**src/rtl/bridge_mem_pkg.sv**
```systemverilog
package bridge_mem_pkg;

  typedef enum logic [1:0] {
    BRIDGE_BIDIR        = 2'd0,
    BRIDGE_USER_TO_HOST = 2'd1,
    BRIDGE_HOST_TO_USER = 2'd2
  } bridge_mode_e;

  localparam int SLICE_W = 16;

  function automatic int bank_count(int data_w);
    return (data_w + SLICE_W - 1) / SLICE_W;
  endfunction

  function automatic int bank_width(int data_w, int bank);
    int n;
    n = bank_count(data_w);
    if (bank < n - 1) return SLICE_W;
    return data_w - SLICE_W * (n - 1);
  endfunction

endpackage

```
**src/rtl/bridge_bus_decode.sv**
```systemverilog
module bridge_bus_decode #(
  parameter int                BUS_AW    = 16,
  parameter logic [BUS_AW-1:0] BASE_ADDR = '0,
  parameter int                DEPTH     = 16,
  parameter int                NB        = 2,
  parameter int                IDX_W     = 4,
  parameter int                BSEL_W    = 1
) (
  input  logic [BUS_AW-1:0] addr,
  output logic              hit,
  output logic [BSEL_W-1:0] bank,
  output logic [IDX_W-1:0]  idx
);
  localparam logic [BUS_AW:0] LO   = {1'b0, BASE_ADDR};
  localparam logic [BUS_AW:0] SPAN = (BUS_AW+1)'(NB * DEPTH);
  localparam logic [BUS_AW:0] DEP  = (BUS_AW+1)'(DEPTH);

  logic [BUS_AW:0] off;
  logic [BUS_AW:0] quo;
  logic [BUS_AW:0] rem;

  always_comb begin
    off  = {1'b0, addr} - LO;
    hit  = !off[BUS_AW] && (off < SPAN);
    quo  = off / DEP;
    rem  = off % DEP;
    bank = quo[BSEL_W-1:0];
    idx  = rem[IDX_W-1:0];
  end
endmodule

```
**src/rtl/bridge_bank.sv**
```systemverilog
module bridge_bank #(
  parameter int W     = 16,
  parameter int DEPTH = 16,
  parameter int IDX_W = 4
) (
  input  logic             clk,
  input  logic             rst_n,
  input  logic             h_we,
  input  logic [IDX_W-1:0] h_widx,
  input  logic [W-1:0]     h_wdata,
  input  logic [IDX_W-1:0] h_ridx,
  output logic [W-1:0]     h_rdata,
  input  logic             u_we,
  input  logic [IDX_W-1:0] u_widx,
  input  logic [W-1:0]     u_wdata,
  input  logic [IDX_W-1:0] u_ridx,
  output logic [W-1:0]     u_rdata
);
  logic [W-1:0] cells [DEPTH];

  // Reads see the contents before this edge's writes; the user write is
  // applied last so it wins a same-entry collision.
  always_ff @(posedge clk or negedge rst_n) begin
    if (!rst_n) begin
      for (int e = 0; e < DEPTH; e++) cells[e] <= '0;
      h_rdata <= '0;
      u_rdata <= '0;
    end else begin
      h_rdata <= cells[h_ridx];
      u_rdata <= cells[u_ridx];
      if (h_we) cells[h_widx] <= h_wdata;
      if (u_we) cells[u_widx] <= u_wdata;
    end
  end
endmodule

```
**src/rtl/bridge_mem.sv**
```systemverilog
module bridge_mem
  import bridge_mem_pkg::*;
#(
  parameter int                DATA_W    = 23,
  parameter int                DEPTH     = 16,
  parameter int                BUS_AW    = 16,
  parameter logic [BUS_AW-1:0] BASE_ADDR = 'h40,
  parameter bridge_mode_e      MODE      = BRIDGE_BIDIR,
  localparam int               IDX_W     = (DEPTH > 1) ? $clog2(DEPTH) : 1
) (
  input  logic              clk,
  input  logic              rst_n,
  input  logic              bus_in_valid,
  input  logic              bus_in_write,
  input  logic [BUS_AW-1:0] bus_in_addr,
  input  logic [15:0]       bus_in_data,
  output logic              bus_out_valid,
  output logic              bus_out_write,
  output logic [BUS_AW-1:0] bus_out_addr,
  output logic [15:0]       bus_out_data,
  input  logic [IDX_W-1:0]  usr_addr,
  input  logic [DATA_W-1:0] usr_wdata,
  input  logic              usr_we,
  output logic [DATA_W-1:0] usr_rdata
);
  localparam int NB     = bank_count(DATA_W);
  localparam int BSEL_W = (NB > 1) ? $clog2(NB) : 1;
  localparam bit BUS_WR = (MODE != BRIDGE_USER_TO_HOST);
  localparam bit BUS_RD = (MODE != BRIDGE_HOST_TO_USER);
  localparam bit USR_WR = (MODE != BRIDGE_HOST_TO_USER);
  localparam bit USR_RD = (MODE != BRIDGE_USER_TO_HOST);

  logic              dec_hit;
  logic [BSEL_W-1:0] dec_bank;
  logic [IDX_W-1:0]  dec_idx;

  bridge_bus_decode #(
    .BUS_AW(BUS_AW), .BASE_ADDR(BASE_ADDR), .DEPTH(DEPTH),
    .NB(NB), .IDX_W(IDX_W), .BSEL_W(BSEL_W)
  ) i_decode (
    .addr(bus_in_addr), .hit(dec_hit), .bank(dec_bank), .idx(dec_idx)
  );

  logic              bus_wr_hit;
  logic [15:0]       bank_hword [NB];
  logic [DATA_W-1:0] usr_raw;

  assign bus_wr_hit = BUS_WR && bus_in_valid && bus_in_write && dec_hit;

  for (genvar b = 0; b < NB; b++) begin : g_bank
    localparam int BW = bank_width(DATA_W, b);
    logic [BW-1:0] h_rd;
    logic [BW-1:0] u_rd;

    bridge_bank #(.W(BW), .DEPTH(DEPTH), .IDX_W(IDX_W)) i_bank (
      .clk    (clk),
      .rst_n  (rst_n),
      .h_we   (bus_wr_hit && (dec_bank == BSEL_W'(b))),
      .h_widx (dec_idx),
      .h_wdata(bus_in_data[BW-1:0]),
      .h_ridx (dec_idx),
      .h_rdata(h_rd),
      .u_we   (USR_WR && usr_we),
      .u_widx (usr_addr),
      .u_wdata(usr_wdata[16*b +: BW]),
      .u_ridx (usr_addr),
      .u_rdata(u_rd)
    );

    assign bank_hword[b]         = 16'(h_rd);
    assign usr_raw[16*b +: BW]   = u_rd;
  end

  assign usr_rdata = USR_RD ? usr_raw : '0;

  // Stage 1: request captured alongside the bank read.
  logic              s1_valid;
  logic              s1_write;
  logic              s1_hit;
  logic [BSEL_W-1:0] s1_bank;
  logic [BUS_AW-1:0] s1_addr;
  logic [15:0]       s1_data;

  always_ff @(posedge clk or negedge rst_n) begin
    if (!rst_n) begin
      s1_valid <= 1'b0;
      s1_write <= 1'b0;
      s1_hit   <= 1'b0;
      s1_bank  <= '0;
      s1_addr  <= '0;
      s1_data  <= '0;
    end else begin
      s1_valid <= bus_in_valid;
      if (bus_in_valid) begin
        s1_write <= bus_in_write;
        s1_hit   <= dec_hit;
        s1_bank  <= dec_bank;
        s1_addr  <= bus_in_addr;
        s1_data  <= bus_in_data;
      end
    end
  end

  logic [15:0] sel_word;
  logic        take_mem;

  always_comb begin
    sel_word = '0;
    for (int b = 0; b < NB; b++)
      if (s1_bank == BSEL_W'(b)) sel_word = bank_hword[b];
    take_mem = BUS_RD && s1_hit && !s1_write;
  end

  // Stage 2: response or forwarded request.
  always_ff @(posedge clk or negedge rst_n) begin
    if (!rst_n) begin
      bus_out_valid <= 1'b0;
      bus_out_write <= 1'b0;
      bus_out_addr  <= '0;
      bus_out_data  <= '0;
    end else begin
      bus_out_valid <= s1_valid;
      if (s1_valid) begin
        bus_out_write <= s1_write;
        bus_out_addr  <= s1_addr;
        bus_out_data  <= take_mem ? sel_word : s1_data;
      end
    end
  end
endmodule

```
**config.mk**
```make
export PLATFORM = sky130hd
export DESIGN_NAME = bridge_mem
export DESIGN_NICKNAME = d
export VERILOG_FILES = /design/src/rtl/bridge_mem_pkg.sv /design/src/rtl/bridge_bus_decode.sv /design/src/rtl/bridge_bank.sv /design/src/rtl/bridge_mem.sv
export SDC_FILE = /design/constraint.sdc
export NUM_CORES = 1
export LEC_CHECK = 0
export CAP_MARGIN = 20
export CORE_AREA = 5 5 248 298
export CTS_CLUSTER_DIAMETER = 80
export CTS_CLUSTER_SIZE = 16
export DETAILED_ROUTE_END_ITERATION = 6
export DIE_AREA = 0 0 253 303
export PLACE_DENSITY = 0.65
export SYNTH_ARGS = -nofsm -noshare
export SYNTH_HDL_FRONTEND = slang
export SYNTH_SLANG_ARGS = --single-unit
```
**constraint.sdc**
```tcl
create_clock -name clk -period 2.3 [get_ports clk]
set_clock_uncertainty 0.2 [all_clocks]
set_input_delay 0.46 -clock clk [delete_from_list [all_inputs] [get_ports clk]]
set_output_delay 0.46 -clock clk [all_outputs]
set_load 0.05 [all_outputs]
```
==> results of run 1 <==
[power by group through the flow]
stage          clock, mW  sequential, mW  combinational [mW]
2_1_floorplan          0            12.2                4.16
3_3_place_gp           0            11.8                7.14
3_5_place_dp           0            11.9                7.35
4_1_cts             6.44            11.8                7.27
5_1_grt             6.74            12.0                7.83
6_report            6.41            11.8                7.39
[Yosys cell counts (6+ instances only)]
cell type,n,share of area
sky130_fd_sc_hd__inv_1,12,0.0016
sky130_fd_sc_hd__clkbuf_2,11,0.0019
sky130_fd_sc_hd__nor2_1,371,0.049
sky130_fd_sc_hd__o31ai_1,46,0.012
sky130_fd_sc_hd__nor4_1,6,0.0013
sky130_fd_sc_hd__a41oi_1,56,0.017
sky130_fd_sc_hd__or4_1,6,0.0016
sky130_fd_sc_hd__mux2i_1,7,0.0024
sky130_fd_sc_hd__buf_1,67,0.0088
sky130_fd_sc_hd__o211ai_1,21,0.0055
sky130_fd_sc_hd__mux2_2,49,0.019
sky130_fd_sc_hd__o21ai_1,6,0.0010
sky130_fd_sc_hd__buf_2,14,0.0024
sky130_fd_sc_hd__dfrtp_1,483,0.42
sky130_fd_sc_hd__nand2_1,51,0.0067
sky130_fd_sc_hd__o21ai_0,311,0.054
sky130_fd_sc_hd__o211ai_2,14,0.0061
sky130_fd_sc_hd__nor3b_1,12,0.0031
sky130_fd_sc_hd__and3_1,26,0.0057
sky130_fd_sc_hd__a31oi_1,298,0.065
sky130_fd_sc_hd__mux4_2,230,0.18
sky130_fd_sc_hd__nand3_1,157,0.027
sky130_fd_sc_hd__a21oi_1,96,0.017
sky130_fd_sc_hd__nor3_1,6,0.0010
sky130_fd_sc_hd__clkbuf_1,303,0.040
sky130_fd_sc_hd__nand4_1,144,0.031
[timing repair]
| action | in CTS | in global routing |
|---|---|---|
| hold buffers | 1 | 1 |
| gates cloned | 5 | 3 |
| pin swaps | 5 | 13 |
| endpoints found under the hold margin | 377 | 1 |
| resized for setup | 82 | 41 |
| endpoints found under the setup margin | 404 | 80 |
| setup buffers | 6 | 3 |
[cell type report]
| class | instances | area share |
|---|---|---|
| diodes | 3 | 0.000215 |
| clock buffers | 41 | 0.0285 |
| clock inverters | 4 | 0.00126 |
| inverters | 13 | 0.00140 |
| multi-input cells | 1958 | 0.435 |
| flip-flops and latches | 483 | 0.347 |
| well taps | 926 | 0.0332 |
| repair buffers | 476 | 0.154 |
[sequential cells by signal, summed over array words and instances (netlist names)]
register	cells
bus_out_addr	16
bus_out_valid	1
bus_out_data	16
s1_data	16
g_bank.i_bank.cells	368
s1_write	1
s1_valid	1
g_bank.i_bank.h_rdata	23
s1_addr	16
bus_out_write	1
s1_hit	1
g_bank.i_bank.u_rdata	23
[layer usage]
metal | track usage | vias to the layer above
met5 | 0 | -
met4 | 0.186 | 4
met3 | 0.0976 | 646
met2 | 0.458 | 2387
met1 | 0.386 | 13500
li1 | - | 11100
[worst register-to-register path: stages, from the launching register on]
cell and delay, ns:
sky130_fd_sc_hd__dfrtp_1 0.40, sky130_fd_sc_hd__mux4_2 0.51, sky130_fd_sc_hd__mux4_2 0.59
[logic make-up (layout without fill, tap and decap cells)]
logic type / after synthesis / count (layout) / synth area share
muxes: 286 / 286 / 0.202
AOI/OAI and AO/OA: 848 / 848 / 0.178
other: 0 / 3 / 0
and+or+nand+nor: 821 / 821 / 0.140
adders and majority gates: 1 / 1 / 0.000436
xor gates and xnor gates: 2 / 2 / 0.000611
buffers and inverters: 416 / 534 / 0.0573
DFF: 483 / 483 / 0.422
[worst min path at each step]
stage / start / to / slack [ns] / cells past startpoint
3_5_place_dp: rst_n / g_bank[1].i_bank.cells[40] / 0.16 / 1
5_1_grt: bus_in_addr[6] / s1_addr[6] / 0.08 / 3
3_3_place_gp: rst_n / g_bank[1].i_bank.cells[40] / 0.15 / 1
6_report: bus_in_addr[6] / s1_addr[6] / 0.08 / 3
2_1_floorplan: rst_n / bus_out_addr[0] / -0.04 / 0
4_1_cts: bus_in_addr[7] / s1_addr[7] / 0.06 / 2
==> results.yml, run 1 <==
drt:
  drt-initial-drc-count: 3748
  route.detailed.vias_per_inst: 7.09
  detail_route.drc_violations: 0
  routed_wire_length_per_instance_um: 30.7
  totalWireLength_um: 120000
  vias: 27700
  drtPass1Iterations: 7
  m1WireLength_um: 42100
  detailroute.wirelength.met3_um: 16300
  drt.antenna.violating_nets: 0
  highest_layer: "met5"
  met2RoutedLength_um: 52300
worst_setup_path:
  cp.required_ns: 2.59
  setup.worst_path.class: "primary input to register"
  critical_path.cell_chain: "clkdlybuf4s50_1, or4b_4, buf_6, nor3_4, buf_12, buf_4, nand4_1, a31oi_1"
  crit-reg2reg-launch: "g_bank[0].i_bank.cells[31]"
  critical_path.endpoint_type: "register"
  cp-start-kind: "primary input"
  crit_arrival_ns: 2.58
  worst_path_max_delay_cell: "sky130_fd_sc_hd__or4b_4"
  timing.rr.end: "g_bank[0].i_bank.h_rdata[15]"
  timing.critical_path.depth: 8
  timing.critical_path.to: "g_bank[0].i_bank.cells[60]"
  crit_path_max_fanout: 11
  timing.critical_path.max_delay_family: "buffers and inverters"
  reg2reg_depth: 2
  critical_path_buf_inv_count: 4
  r2r_setup_slack_ns: 0.43
  cpPeakStageDelay_ns: 0.60
  crit_path_start: "bus_in_addr[10]"
timing:
  final.min_clock_period_ns: 2.29
  finalSetupViolations: 0
  finalSetupTns_ns: 0
  fin_hold_ws_ns: 0.0799
  worstMarginPinSlew_ns: 0.753
  finalWorstSetupSlack_ns: 0.00940
  unrepaired_setup_endpoints_after_global_routing: "true"
  clock.fmax_mhz: 437
  finalHoldViolCount: 0
  slew_viol_final: 0
  share_of_the_clock_period_used_by_the_worst_path: 0.996
  maxSlewHeadroom: 0.498
clocking:
  cts.path.max_buffers: 3
  number_of_buffers_created_by_cts: 37
  cts-root-buf: "sky130_fd_sc_hd__clkbuf_16"
  cts_max_level: 2
  clock_insertion_delay_worst_skew_ns: 0.60
  cts.clk_slew.worst_paths_ns: 0.07
  tritoncts: "built"
  cts_num_sinks: 483
pwr:
  vdd_ir_drop_max_mv: 0.555
  power_frac_seq: 0.461
  clock_power_share: 0.250
  power-per-cell-area_mw_per_mm2: 734
  internal_power_mw: 17.0
  proportion_of_power_drawn_by_combinational_gates: 0.288
  power_mw: 25.6
  power_switching_share: 0.334
  p_sw_mw: 8.56
  total_leakage_power_nw: 13.0
placement:
  placedCellCount: 3839
  globalplace.congestion: 0.977
  dp_slack_ns: -0.900
  hpwl_reported_at_the_end_of_detailed_placement_um: 79000
  numPortBuffers: 120
  placement.cell_area_mm2: 0.0335
die:
  die_boundary_height_um: 303
  floorplan.die.width_um: 253
  floorplan.core_area_mm2: 0.0707
  ios: 121
  row_count: 107
  dieArea_mm2: 0.0767
  initial_core_util: 0.406
worst_hold_path:
  hold_class: "primary input to register"
cells_and_area:
  multiInputGateArea_mm2: 0.0152
  post-route-cell-area_mm2: 0.0349
  final_net_count: 3034
  final_layout_fill_cell_count: 6230
  layout.core_utilization: 0.493
  finalNonFillerCells: 3904
  seq_area_mm2: 0.0121
  layout.cells.most_common: "sky130_fd_sc_hd__dfrtp_1"
  flow.area_growth_from_synthesis_pct: 21.7
  commonest_cells_after_routing_fill_and_taps_aside: "482 x sky130_fd_sc_hd__dfrtp_1, 367 x sky130_fd_sc_hd__nor2_1, 298 x sky130_fd_sc_hd__a31oi_1"
  final_layout_size_suffix_gt1_frac: 0.256
logic_synthesis:
  synth.net_count: 2922
  yosys.cell_types.count: 53
  synthesis.area_per_instance_um2: 10.0
  syn_area_mm2: 0.0287
  postSynth.asyncResetShare: 1.00
  yosys_synthesis_warning_count: 0
  postSynth.topFlopCell: "sky130_fd_sc_hd__dfrtp_1"
  synth_sequential_area_ratio: 0.422
  number_of_synthesized_flops_with_an_enable_pin: 0
  syn_inst: 2857
  synth_seq_cells: 483
global_route:
  total_routing_resource_utilization_after_global_routing: 0.305
  grt_start_max_net_pins: 97
  antenna_found_initial: 6
  grt_pass1_wl_um: 178000
  grt_overflow: 0
  grt_pass1_vias: 28200
outcome:
  run_status: "finished clean"
job:
  timing.max_cap.violations: 0
Power figures use the tool's default switching activity.
==> run 2, diff against run 1 <==
--- a/config.mk
+++ b/config.mk
@@ -12,6 +12,8 @@
 export DETAILED_ROUTE_END_ITERATION = 6
 export DIE_AREA = 0 0 253 303
 export PLACE_DENSITY = 0.65
+export SLEW_MARGIN = 20
 export SYNTH_ARGS = -nofsm -noshare
 export SYNTH_HDL_FRONTEND = slang
 export SYNTH_SLANG_ARGS = --single-unit
+export TNS_END_PERCENT = 20
==> results.yml, run 2 (synthesis gave the netlist of run 1 again) <==
outcome:
  run_status: "finished clean"
worst_hold_path:
  hold_class: "primary input to register"
die:
  initial_core_util: 0.406
  die_boundary_height_um: 303
  floorplan.core_area_mm2: 0.0707
  ios: 121
  dieArea_mm2: 0.0767
  floorplan.die.width_um: 253
  row_count: 107
global_route:
  antenna_found_initial: 8
  total_routing_resource_utilization_after_global_routing: 0.297
  grt_overflow: 0
  met1_use_gr: 0.387
  grt_start_max_net_pins: 97
  grt_pass1_vias: 27000
  grt_pass1_wl_um: 174000
  top_usage_layer: "met2"
  grt_util_met2: 0.450
  grt_use_met3: 0.0830
clocking:
  clock_insertion_delay_worst_skew_ns: 0.59
  cts-root-buf: "sky130_fd_sc_hd__clkbuf_16"
  number_of_buffers_created_by_cts: 36
  cts_num_sinks: 483
  cts_max_level: 2
  tritoncts: "built"
  cts.clk_slew.worst_paths_ns: 0.07
  cts.path.max_buffers: 3
timing:
  finalSetupViolations: 0
  finalHoldViolCount: 0
  unrepaired_setup_endpoints_after_global_routing: "true"
  share_of_the_clock_period_used_by_the_worst_path: 1.00
  worstMarginPinSlew_ns: 0.724
  slew_viol_final: 0
  clock.fmax_mhz: 435
  fin_hold_ws_ns: 0.0810
  maxSlewHeadroom: 0.517
  final.min_clock_period_ns: 2.30
worst_setup_path:
  cp.required_ns: 2.53
  worst_path_max_delay_cell: "sky130_fd_sc_hd__or4_4"
  cp_common_cell: "sky130_fd_sc_hd__or4_4"
  r2r_setup_slack_ns: 0.41
  critical_path.endpoint_type: "register"
  setup.worst_path.class: "primary input to register"
  cpPeakStageDelay_ns: 0.72
  critical_path.cell_chain: "dlygate4sd2_1, or4_4, or4_4, buf_16, o21ai_1, a31oi_1"
  crit_arrival_ns: 2.53
  crit_path_max_fanout: 8
  cp-start-kind: "primary input"
placement:
  numPortBuffers: 120
  hpwl_reported_at_the_end_of_detailed_placement_um: 77400
  globalplace.congestion: 0.984
cells_and_area:
  flow.area_growth_from_synthesis_pct: 20.3
  biggestRegsByFlops: "g_bank.i_bank.cells: 368 flops, g_bank.i_bank.h_rdata: 23 flops, g_bank.i_bank.u_rdata: 23 flops"
  commonest_cells_after_routing_fill_and_taps_aside: "482 x sky130_fd_sc_hd__dfrtp_1, 367 x sky130_fd_sc_hd__nor2_1, 298 x sky130_fd_sc_hd__a31oi_1"
  largest_register_ff_count: 368
  final_layout_size_suffix_gt1_frac: 0.252
  final_net_count: 3010
  layout.cells.most_common: "sky130_fd_sc_hd__dfrtp_1"
  registers.top_by_ff_count: "g_bank.i_bank.cells"
  final_layout_fill_cell_count: 6330
pwr:
  vdd_ir_drop_max_mv: 0.472
  power_mw: 25.4
  power-per-cell-area_mw_per_mm2: 737
  total_leakage_power_nw: 12.9
drt:
  drt-initial-drc-count: 3832
  vias: 27500
  detail_route.drc_violations: 0
  drt.antenna.violating_nets: 0
  routed_wire_length_per_instance_um: 30.4
  totalWireLength_um: 118000
  route.detailed.vias_per_inst: 7.09
  drtPass1Iterations: 6
job:
  timing.max_cap.violations: 0
-- run 2: cell count changes in the layout (fill, tap and decap cells not counted), moves of 2 or more --
cell	previous run	this run
sky130_fd_sc_hd__buf_12	115	100
sky130_fd_sc_hd__clkdlybuf4s50_1	45	43
sky130_fd_sc_hd__o21ai_0	271	243
sky130_fd_sc_hd__buf_2	6	8
sky130_fd_sc_hd__o21ai_1	44	64
sky130_fd_sc_hd__o21ai_2	2	10
sky130_fd_sc_hd__dlymetal6s2s_1	0	2
sky130_fd_sc_hd__dlygate4sd2_1	50	47
sky130_fd_sc_hd__buf_4	242	233
-- run 2: cell type report --
type,count,area (um^2),area share
diodes,2,5.00,0.000145
inverters,13,48.8,0.00141
clock inverters,2,38.8,0.00112
multi-input cells,1958,15200,0.440
clock buffers,39,943,0.0273
flip-flops and latches,483,12100,0.350
well taps,926,1160,0.0336
repair buffers,453,5020,0.146
-- run 2: repair_timing --
item                                    in CTS  in global routing
hold endpoints to repair                   421                  0
gates cloned                                 5                  5
endpoints found under the setup margin     403                189
gates resized for setup                     97                 58
hold buffers                                 3                  0
pin swaps                                    7                 11
setup buffers                                5                  1
-- run 2: power breakdown --
part	internal [mW]	switching [mW]	total, mW
clock network	3.02	3.23	6.25
logic	3.51	3.84	7.36
registers	10.4	1.38	11.8
-- run 2: worst paths after layout --
check                                 from                     endpoint  cells past startpoint
setup reg to reg                s1_addr[4]              bus_out_data[5]                      4
setup / recovery           bus_in_addr[11]   g_bank[0].i_bank.cells[93]                      6
max in group asynchronous            rst_n  g_bank[0].i_bank.cells[109]                      3
hold reg to reg                 s1_addr[3]              bus_out_addr[3]                      1
min in group asynchronous            rst_n   g_bank[1].i_bank.cells[74]                      2
hold / removal              bus_in_addr[6]                   s1_addr[6]                      3
-- run 2: stage by stage --
stage | setup slack, ns | cell area, um^2 | setup TNS [ns] | cells | util
2_1_floorplan | -0.333 | 28800 | -64.46 | 2857 | -
3_3_place_gp | -0.828 | 33100 | -254.83 | 3814 | 0.469
3_5_place_dp | -0.904 | 33100 | -270.81 | 3814 | 0.469
4_1_cts | 0.00635 | 34300 | 0 | 3868 | 0.485
5_1_grt | -0.0380 | 34500 | -0.121 | 3874 | 0.488
6_report | 0.000556 | 34500 | 0 | 3876 | 0.488
-- run 2: layer usage --
layer  share of wire  vias to the layer above
met2            0.44                     2291
met4           0.069                        6
met3            0.13                      534
met5         0.00042                        -
li1                -                    11100
met1            0.35                    13600
-- run 2: critical path, delay by kind of cell --
family,cells,cell delay [ns]
AO/OA/AOI/OAI,2,0.24
AND/OR/NAND/NOR,2,1.34
buffers and inverters,2,0.48
